$ cat src/rtl/sram_ctrl_pkg.sv
// Shared types and elaboration-time helpers for the SRAM bus controller.
// Assumes all timing inputs are non-negative nanosecond values.
package sram_ctrl_pkg;

    typedef enum logic [2:0] {
        ST_IDLE,
        ST_WR_SETUP,
        ST_WR_PULSE,
        ST_WR_RECOV,
        ST_RD_TURN,
        ST_RD_WAIT
    } bus_state_t;

    // Whole clock cycles that cover a minimum time, never fewer than one.
    function automatic int ns_to_cyc(input int t_ns, input int clk_ns);
        int c;
        c = (t_ns + clk_ns - 1) / clk_ns;
        return (c < 1) ? 1 : c;
    endfunction

    function automatic int imax(input int a, input int b);
        return (a > b) ? a : b;
    endfunction

endpackage

$ cat src/rtl/sram_wait_timer.sv
// Down-counting wait-state timer. Loading a count N makes done true
// after N-1 further cycles, so the current state lasts N cycles.
// Assumes load_val is at least 1.
module sram_wait_timer #(
    parameter int CNT_W = 4
) (
    input  logic             clk,
    input  logic             rst_n,
    input  logic             load,
    input  logic [CNT_W-1:0] load_val,
    output logic             done
);
    logic [CNT_W-1:0] cnt_q;

    // Reload on request, otherwise count down to zero and stay there.
    always_ff @(posedge clk) begin
        if (!rst_n)
            cnt_q <= '0;
        else if (load)
            cnt_q <= load_val - CNT_W'(1);
        else if (cnt_q != '0)
            cnt_q <= cnt_q - CNT_W'(1);
    end

    assign done = (cnt_q == '0);
endmodule

$ cat src/rtl/sram_lane_sel.sv
// Maps a host request onto the two byte lanes: lane mask, word address
// and the data pattern placed on the bus. Purely combinational.
// Assumes the host address is a byte address with the lane in bit 0.
module sram_lane_sel #(
    parameter int ADDR_W = 19,
    parameter int LANE_W = 8
) (
    input  logic                  byte_mode,
    input  logic [ADDR_W:0]       host_addr,
    input  logic [2*LANE_W-1:0]   host_wdata,
    output logic [1:0]            lane_en,
    output logic [ADDR_W-1:0]     word_addr,
    output logic [2*LANE_W-1:0]   bus_wdata
);
    // Lane mask and bus data: both lanes for a word, one lane for a byte.
    always_comb begin
        word_addr = host_addr[ADDR_W:1];
        if (byte_mode) begin
            lane_en   = host_addr[0] ? 2'b10 : 2'b01;
            bus_wdata = {host_wdata[LANE_W-1:0], host_wdata[LANE_W-1:0]};
        end else begin
            lane_en   = 2'b11;
            bus_wdata = host_wdata;
        end
    end
endmodule

$ cat src/rtl/sram_rd_capture.sv
// Samples the SRAM data bus at the end of the output-enable window and
// issues a one-cycle valid pulse with the lane-aligned result.
// Assumes capture is asserted for a single cycle per read.
module sram_rd_capture #(
    parameter int LANE_W = 8
) (
    input  logic                clk,
    input  logic                rst_n,
    input  logic                capture,
    input  logic                byte_mode,
    input  logic                lane_hi,
    input  logic [2*LANE_W-1:0] bus_rdata,
    output logic                rd_valid,
    output logic [2*LANE_W-1:0] rd_data
);
    // Register read data and produce the single-cycle valid strobe.
    always_ff @(posedge clk) begin
        if (!rst_n) begin
            rd_valid <= 1'b0;
            rd_data  <= '0;
        end else begin
            rd_valid <= capture;
            if (capture) begin
                if (!byte_mode)
                    rd_data <= bus_rdata;
                else if (lane_hi)
                    rd_data <= {{LANE_W{1'b0}}, bus_rdata[2*LANE_W-1:LANE_W]};
                else
                    rd_data <= {{LANE_W{1'b0}}, bus_rdata[LANE_W-1:0]};
            end
        end
    end
endmodule

$ cat src/rtl/sram_bus_ctrl.sv
// Synchronous controller producing asynchronous SRAM read and write
// cycles for two byte lanes. Wait states come from nanosecond minimums
// rounded up to whole clock periods of CLK_NS. Bus controls are decoded
// from registered state; the SRAM is assumed to tolerate that decode.
module sram_bus_ctrl
    import sram_ctrl_pkg::*;
#(
    parameter int ADDR_W = 19,
    parameter int LANE_W = 8,
    parameter int CLK_NS = 10,
    parameter int T_AS_NS = 2,
    parameter int T_WP_NS = 17,
    parameter int T_DW_NS = 13,
    parameter int T_WC_NS = 25,
    parameter int T_AA_NS = 25,
    parameter int T_OE_NS = 12
) (
    input  logic                 clk,
    input  logic                 rst_n,
    input  logic                 req_valid,
    output logic                 req_ready,
    input  logic                 req_write,
    input  logic                 req_byte,
    input  logic [ADDR_W:0]      req_addr,
    input  logic [2*LANE_W-1:0]  req_wdata,
    output logic                 rsp_valid,
    output logic [2*LANE_W-1:0]  rsp_rdata,
    output logic [ADDR_W-1:0]    mem_addr,
    output logic [1:0]           mem_ce_n,
    output logic [1:0]           mem_we_n,
    output logic                 mem_oe_n,
    output logic [2*LANE_W-1:0]  mem_dq_o,
    output logic                 mem_dq_oe,
    input  logic [2*LANE_W-1:0]  mem_dq_i
);
    localparam int DQ_W   = 2 * LANE_W;
    localparam int AS_C   = ns_to_cyc(T_AS_NS, CLK_NS);
    localparam int WP_C   = imax(ns_to_cyc(T_WP_NS, CLK_NS), ns_to_cyc(T_DW_NS, CLK_NS));
    localparam int REC_C  = imax(1, ns_to_cyc(T_WC_NS, CLK_NS) - AS_C - WP_C);
    localparam int RD_C   = imax(ns_to_cyc(T_AA_NS, CLK_NS) - 1, ns_to_cyc(T_OE_NS, CLK_NS));
    localparam int MAX_C  = imax(imax(AS_C, WP_C), imax(REC_C, RD_C));
    localparam int CNT_W  = $clog2(MAX_C + 1);

    bus_state_t          state_q, state_d;
    logic [1:0]          lane_q, lane_d;
    logic [ADDR_W-1:0]   addr_q, addr_d;
    logic [DQ_W-1:0]     wdat_q, wdat_d;
    logic                byte_q, lanehi_q;
    logic                tmr_load, tmr_done, rd_capture;
    logic [CNT_W-1:0]    tmr_val;
    logic                accept;

    assign req_ready = (state_q == ST_IDLE);
    assign accept    = req_valid && req_ready;

    sram_lane_sel #(.ADDR_W(ADDR_W), .LANE_W(LANE_W)) u_lane (
        .byte_mode (req_byte),
        .host_addr (req_addr),
        .host_wdata(req_wdata),
        .lane_en   (lane_d),
        .word_addr (addr_d),
        .bus_wdata (wdat_d)
    );

    sram_wait_timer #(.CNT_W(CNT_W)) u_tmr (
        .clk     (clk),
        .rst_n   (rst_n),
        .load    (tmr_load),
        .load_val(tmr_val),
        .done    (tmr_done)
    );

    sram_rd_capture #(.LANE_W(LANE_W)) u_cap (
        .clk      (clk),
        .rst_n    (rst_n),
        .capture  (rd_capture),
        .byte_mode(byte_q),
        .lane_hi  (lanehi_q),
        .bus_rdata(mem_dq_i),
        .rd_valid (rsp_valid),
        .rd_data  (rsp_rdata)
    );

    // Next-state, timer reload and read-capture decisions.
    always_comb begin
        state_d    = state_q;
        tmr_load   = 1'b0;
        tmr_val    = CNT_W'(1);
        rd_capture = 1'b0;
        case (state_q)
            ST_IDLE: if (accept) begin
                if (req_write) begin
                    state_d  = ST_WR_SETUP;
                    tmr_load = 1'b1;
                    tmr_val  = CNT_W'(AS_C);
                end else begin
                    state_d  = ST_RD_TURN;
                end
            end
            ST_WR_SETUP: if (tmr_done) begin
                state_d  = ST_WR_PULSE;
                tmr_load = 1'b1;
                tmr_val  = CNT_W'(WP_C);
            end
            ST_WR_PULSE: if (tmr_done) begin
                state_d  = ST_WR_RECOV;
                tmr_load = 1'b1;
                tmr_val  = CNT_W'(REC_C);
            end
            ST_WR_RECOV: if (tmr_done) state_d = ST_IDLE;
            ST_RD_TURN: begin
                state_d  = ST_RD_WAIT;
                tmr_load = 1'b1;
                tmr_val  = CNT_W'(RD_C);
            end
            ST_RD_WAIT: if (tmr_done) begin
                state_d    = ST_IDLE;
                rd_capture = 1'b1;
            end
            default: state_d = ST_IDLE;
        endcase
    end

    // State register and request latches taken at acceptance.
    always_ff @(posedge clk) begin
        if (!rst_n) begin
            state_q  <= ST_IDLE;
            lane_q   <= 2'b00;
            addr_q   <= '0;
            wdat_q   <= '0;
            byte_q   <= 1'b0;
            lanehi_q <= 1'b0;
        end else begin
            state_q <= state_d;
            if (accept) begin
                lane_q   <= lane_d;
                addr_q   <= addr_d;
                wdat_q   <= wdat_d;
                byte_q   <= req_byte;
                lanehi_q <= req_addr[0];
            end
        end
    end

    // Bus control decode from the registered state.
    always_comb begin
        mem_addr  = addr_q;
        mem_dq_o  = wdat_q;
        mem_ce_n  = (state_q == ST_IDLE) ? 2'b11 : ~lane_q;
        mem_we_n  = (state_q == ST_WR_PULSE) ? ~lane_q : 2'b11;
        mem_oe_n  = (state_q != ST_RD_WAIT);
        mem_dq_oe = (state_q == ST_WR_SETUP) || (state_q == ST_WR_PULSE) ||
                    (state_q == ST_WR_RECOV);
    end
endmodule

$ cat config.mk
export PLATFORM = sky130hd
export DESIGN_NAME = sram_bus_ctrl
export DESIGN_NICKNAME = d
export VERILOG_FILES = /design/src/rtl/sram_ctrl_pkg.sv /design/src/rtl/sram_wait_timer.sv /design/src/rtl/sram_lane_sel.sv /design/src/rtl/sram_rd_capture.sv /design/src/rtl/sram_bus_ctrl.sv
export SDC_FILE = /design/constraint.sdc
export NUM_CORES = 1
export LEC_CHECK = 0
export ABC_CLOCK_PERIOD_IN_PS = 1750
export CORE_UTILIZATION = 43
export DETAILED_ROUTE_END_ITERATION = 10
export DONT_BUFFER_PORTS = 1
export PLACE_DENSITY = 0.6
export REMOVE_ABC_BUFFERS = 1
export SETUP_SLACK_MARGIN = 0.3
export SYNTH_ARGS = -nofsm -noshare
export SYNTH_HDL_FRONTEND = slang
export SYNTH_SLANG_ARGS = --single-unit
$ cat constraint.sdc
create_clock -name clk -period 1.75 [get_ports clk]
set_clock_uncertainty 0.1 [all_clocks]
set_input_delay 0.175 -clock clk [delete_from_list [all_inputs] [get_ports clk]]
set_output_delay 0.175 -clock clk [all_outputs]
set_load 0.005 [all_outputs]
Word-level counts from Yosys, hierarchy flattened
Cells that the tools add are included.
Storage, ports and cells
  bits in registers: 61
  output and inout bits: 59
Cells by class
  add/subtract/negate cells: 2
  equal/unequal tests: 10
  mux-type cells: 22
  bitwise gates (word level): 1
  reduce and logical (&&, ||, !) cells: 10
Operator list (count)
  $mux W16: 2
  $mux W3: 5
  $pmux W3 S5: 1
  $mux W2: 7
  $mux W8: 1
  $eq A3 B2 Y1 const B: 2
  $eq A3 B3 Y1 const B: 2
  $mux W1: 4
  $ne A2 B1 Y1 const B: 2
  $ne A2 B2 Y1 const B: 2
  $pmux W2 S2: 1
  $reduce_and A4 Y1: 1
  $reduce_bool A2 Y1: 2
  $reduce_or A2 Y1: 2
  $sub A2 B1 Y2 const B: 2
  $eq A3 B1 Y1 const B: 1
  $logic_not A3 Y1: 1
  $ne A3 B3 Y1 const B: 1
  $pmux W1 S3: 1
  $logic_not A2 Y1: 1
  $logic_or A1 B1 Y1: 2
  $not A2 Y2: 1
  $logic_and A1 B1 Y1: 1

Longest topological paths before layout
  depth after elaboration: 5
  gate-level depth with buffers: 7

Cells and area by module
A second synthesis with hierarchy kept.
Second synthesis, totals
  cells, all modules: 342
  area, all modules: 2917.8 um^2
By module, submodules not included
  sram_bus_ctrl: instances 1, cells each 212, area an instance 1691.6 um^2, seq. area each 840.8 um^2
  sram_rd_capture: instances 1, cells each 82, area an instance 785.8 um^2, seq. area each 340.3 um^2
  sram_lane_sel: instances 1, cells each 38, area an instance 344.1 um^2, seq. area each 0.0 um^2
  sram_wait_timer: instances 1, cells each 10, area an instance 96.3 um^2, seq. area each 40.0 um^2

Worst setup path after synthesis
No wires, ideal clock.
  kind: register to register
  from: reg state_q[2]
  to: reg lane_q[1]
  setup time: 133 ps
  arrival time: 1208 ps
  required time: 1517 ps
  path slack: 309 ps
  stages on the path, launching flop included: 5
  path buffers: 1
  clock period less this slack: 1441 ps
  path through: dfxtp_1 > or4b_4 > buf_6 > nor3b_2 > nor3_1
On the way
  cells in the longest elaborated chain, start to end: 2
RTL lines
  start, declared: line sram_bus_ctrl.sv:44  | bus_state_t state_q, state_d;
  start signal, assigned: line sram_bus_ctrl.sv:134  | state_q <= state_d;
  $logic_not A3 Y1: line sram_bus_ctrl.sv:53  | assign req_ready = (state_q == ST_IDLE);
  $logic_and A1 B1 Y1: line sram_bus_ctrl.sv:54  | assign accept = req_valid && req_ready;
  end signal, assigned: line sram_bus_ctrl.sv:136  | lane_q <= lane_d;
  end, declared: line sram_bus_ctrl.sv:45  | logic [1:0] lane_q, lane_d;
No other way between the ends.
A chain may end at the register's enable or synchronous reset.

Worst setup path in the final report
  from: reg state_q[2]
  to: reg addr_q[7] (netlist: mem_addr[7])
On the way
  cells in the longest elaborated chain, start to end: 2
RTL lines
  $logic_not A3 Y1: line sram_bus_ctrl.sv:53
  $logic_and A1 B1 Y1: line sram_bus_ctrl.sv:54
  end signal, assigned: line sram_bus_ctrl.sv:137  | addr_q <= addr_d;
  end, declared: line sram_bus_ctrl.sv:46  | logic [ADDR_W-1:0] addr_q, addr_d;
No other way between the ends.

==> reports/qor.log <==
INFO  yosys          post_synth.cell_area_avg=8.42um^2
INFO  power          power.density_cell_area=1120nW/um^2
INFO  timing         final_hold_violation_count=0
INFO  setup_path     max_stage_delay=0.64ns
INFO  hold_path      hold_path.startpoint=req_wdata[2]
INFO  yosys          synthesis.area=2530um^2
INFO  die            die_x=78.7um
INFO  routing        routed-via-count=2538
INFO  setup_path     worst_ep_arrival_time=1.69ns
INFO  hold_path      hp-class=in2reg
INFO  grt            global_route.usage.met3=6.98%
INFO  power          vdd_ir_drop_max=0.709mV
INFO  timing         setup-violations-final=0
INFO  yosys          synth.ff_latch_count=61
INFO  power          p_int=2.93mW
INFO  yosys          yosysSeqAreaShare=48.3%
INFO  power          combPwrFrac=30.9%
INFO  cells_and_area ratio_of_cells_with_drive_above_1_in_the_final_layout=26.9%
INFO  placed_design  dp_hpwl=4.09mm
INFO  placed_design  finalWeightedCongestion=0.777
INFO  setup_path     crit_buf_inv=1
INFO  die            die-height=78.7um
INFO  cells_and_area fin_cells=447
INFO  timing         final-max-slew-violation-count=0
INFO  die            fp.coreArea=5570um^2
INFO  timing         layout_setup_ws=0.164ns
INFO  timing         fin_crit=1.59ns
INFO  setup_path     cp-start-kind=flop
INFO  die            rows=27
INFO  grt            gr-usage-met2=42.8%
INFO  cells_and_area layout.filler_cells=445
INFO  setup_path     critPathCaptureType=flop
INFO  grt            grt_usage=24.7%
INFO  timing         rsz0062_at_grt=yes
INFO  cells_and_area layout-area-overhead-vs-synth=53.0%
INFO  grt            grt_overflow=0
INFO  grt            grt_pass1_vias=2420
INFO  power          netSwitchingFraction=32.1%
INFO  setup_path     critical-path-top-delay-family=simple AND/OR/NAND/NOR gates
INFO  routing        routed_via_density=5.68
INFO  die            fp.dieArea=6190um^2
INFO  routing        post-route-drc-count=0
INFO  cells_and_area finish.net_count=427
INFO  yosys          synth_area_leaders=dfxtp_1 (48%), nand2_1 (10%), a21oi_1 (9.5%), mux2i_1 (3.6%), a311oi_1 (2.8%)
INFO  cells_and_area finalInstanceArea=3870um^2
INFO  timing         fmax=631MHz
INFO  yosys          syn-instance-count=300
INFO  power          power.static_leakage=1.48nW
INFO  setup_path     crit_path_start=state_q[2]
INFO  outcome        status=completed
INFO  routing        routedWlPerCell=18.1um
INFO  routing        drtAntennaViolNets=0
INFO  grt            antenna_found_initial=0
INFO  timing         final.period_utilization=90.6%
INFO  die            io_pins=116
INFO  yosys          synth_top_area_cell=dfxtp_1
INFO  setup_path     worst_ep_required_time=1.86ns
INFO  routing        first_pass_iters=4
INFO  power          share_seq_of_total_power=39.9%
INFO  setup_path     timing.critical_path.cells=or4b_4 > buf_12 > nand2_1 > a21oi_2
INFO  timing         worst_slew_margin_rel=66.2%
INFO  timing         max_slew.worst_pin.slew=0.505ns
INFO  die            initial_core_util=45.3%
INFO  placed_design  buffer_ports.inserted=0
INFO  cts            clock_tree.buffer_depth=2
INFO  cts            clk_root_buf=clkbuf_8
INFO  cts            cts-htree-levels=3
INFO  power          power.total=4.32mW
INFO  cts            clk-insertion-delay-late=0.33ns
INFO  placed_design  dpl_cell_area=2600um^2
INFO  timing         fin_setup_tns=0ns
INFO  grt            met1_usage=27.8%
INFO  setup_path     path_class=reg2reg
INFO  cells_and_area insertedDiodeCount=0
INFO  placed_design  placed_cells_incl_taps=358
INFO  cts            sink_count=61
INFO  yosys          yosysWarningCount=0
INFO  grt            grt_pass1_wl=11.6mm
INFO  routing        drt_wirelength=8.08mm
INFO  grt            maximum_number_of_pins_on_one_net_before_global_route_repair=29
INFO  power          net-switching-power=1.39mW
INFO  yosys          synthDistinctLibCells=33
INFO  grt            gr-max-usage-layer=met2
INFO  setup_path     timing.critical_path.fanout_max=8
INFO  cts            numCtsBuffers=9
INFO  setup_path     crit_slowest_cell=or4b_4
INFO  run            cap_violations=0
INFO  setup_path     worst_r2r_startpoint=state_q[2]
INFO  cts            clkSlewWorstSetupHoldPaths=0.07ns
INFO  placed_design  placement.setup.worst_slack=0.215ns
INFO  power          clock_power_share=29.3%
INFO  routing        initialDrtViolationCount=136
INFO  yosys          synth_top_area_share=48.3%
INFO  cts            clock_tree_from_tritoncts=yes
==> routing by layer <==
| metal | part of all wire, % | vias up |
|---|---|---|
| met5 | 0 | - |
| met4 | 1.7 | 0 |
| met3 | 7.3 | 14 |
| met2 | 52 | 103 |
| met1 | 39 | 1225 |
| li1 | - | 1196 |
==> Yosys cell counts, drive strengths merged <==
| cell type | instances |
|---|---|
| nand2 | 70 |
| dfxtp | 61 |
| a21oi | 48 |
| buf | 18 |
| nor2 | 18 |
| nand3 | 10 |
| a311oi | 9 |
| mux2i | 9 |
| a211oi | 8 |
| clkbuf | 8 |
| nand4b | 8 |
| o21ai | 8 |
| nor3 | 5 |
| inv | 3 |
| nand2b | 3 |
| a2111o | 2 |
| nor3b | 2 |
| o31ai | 2 |
| and3b | 1 |
| clkinv | 1 |
| nor4b | 1 |
| o32ai | 1 |
| or2 | 1 |
| or3 | 1 |
| or4b | 1 |
| xnor2 | 1 |
==> power by group through the flow <==
| stage | registers, mW | logic (mW) | clock network [mW] |
|---|---|---|---|
| final | 1.72 | 1.33 | 1.26 |
| after global routing | 1.74 | 1.43 | 1.35 |
| after CTS | 1.71 | 1.06 | 1.28 |
| after detailed placement | 1.73 | 0.690 | 0 |
| after global placement | 1.73 | 0.679 | 0 |
| after floorplan | 1.71 | 0.459 | 0 |
==> registers in the layout, indices dropped and copies added (netlist names) <==
name and cells:
u_cap.rd_valid 1, lane_q 2, mem_addr 19, u_cap.rd_data 16, mem_dq_o 16, state_q 3, u_tmr.cnt_q 2, lanehi_q 1
byte_q 1
==> cells by family after synthesis <==
kind of cell / count (synthesis) / synth area share, %
xor gates and xnor gates: 1 / 0.347
DFF: 61 / 48.3
muxes: 9 / 3.56
buffers and inverters: 30 / 6.19
AOI/OAI and AO/OA: 78 / 18.7
and+or+nand+nor: 121 / 22.9
==> cell usage in the layout, fill, tap and decap left out, types with 9 or more instances in the layout <==
cell / instances
a21oi_1: 33
a21oi_2: 15
buf_4: 11
clkbuf_8: 10
dfxtp_1: 58
dlygate4sd3_1: 56
mux2i_1: 9
nand2_1: 48
nand2_2: 10
nand2_4: 12
nand3_1: 10
nor2_1: 15
==> layout make-up <==
class	instances	area (um^2)	share of cell area [%]
Tap cell	72	90.1	2.33
Inverter	4	20.0	0.518
Multi-Input combinational cell	209	1360	35.2
Timing Repair Buffer	85	966	25.0
Clock inverter	6	62.6	1.62
Clock buffer	10	138	3.56
Sequential cell	61	1230	31.8
==> what timing repair did <==
item	CTS	global route
gates resized for setup	14	64
cloned	4	5
hold endpoints to repair	59	0
endpoints found under the setup margin	36	56
pin swaps	3	40
buffers inserted	6	2
hold buffers	56	0
==> path summary, 6_finish.rpt <==
path	to	slack, ns	depth (start not counted)
worst max-delay path	mem_addr[7]	0.16	4
worst min-delay path	mem_dq_o[10]	0.004	2
worst max register to register	mem_addr[7]	0.16	4
worst min register to register	mem_addr[11]	0.38	2
==> stage by stage <==
| step | hold slack (ns) | utilization [%] |
|---|---|---|
| floorplan | 0.184 | - |
| global placement | 0.187 | 46.6 |
| detailed placement | 0.190 | 46.6 |
| CTS | 0.00267 | 63.7 |
| global route | -0.00114 | 69.4 |
| finish | 0.00412 | 69.4 |
Power figures use the tool's default switching activity.
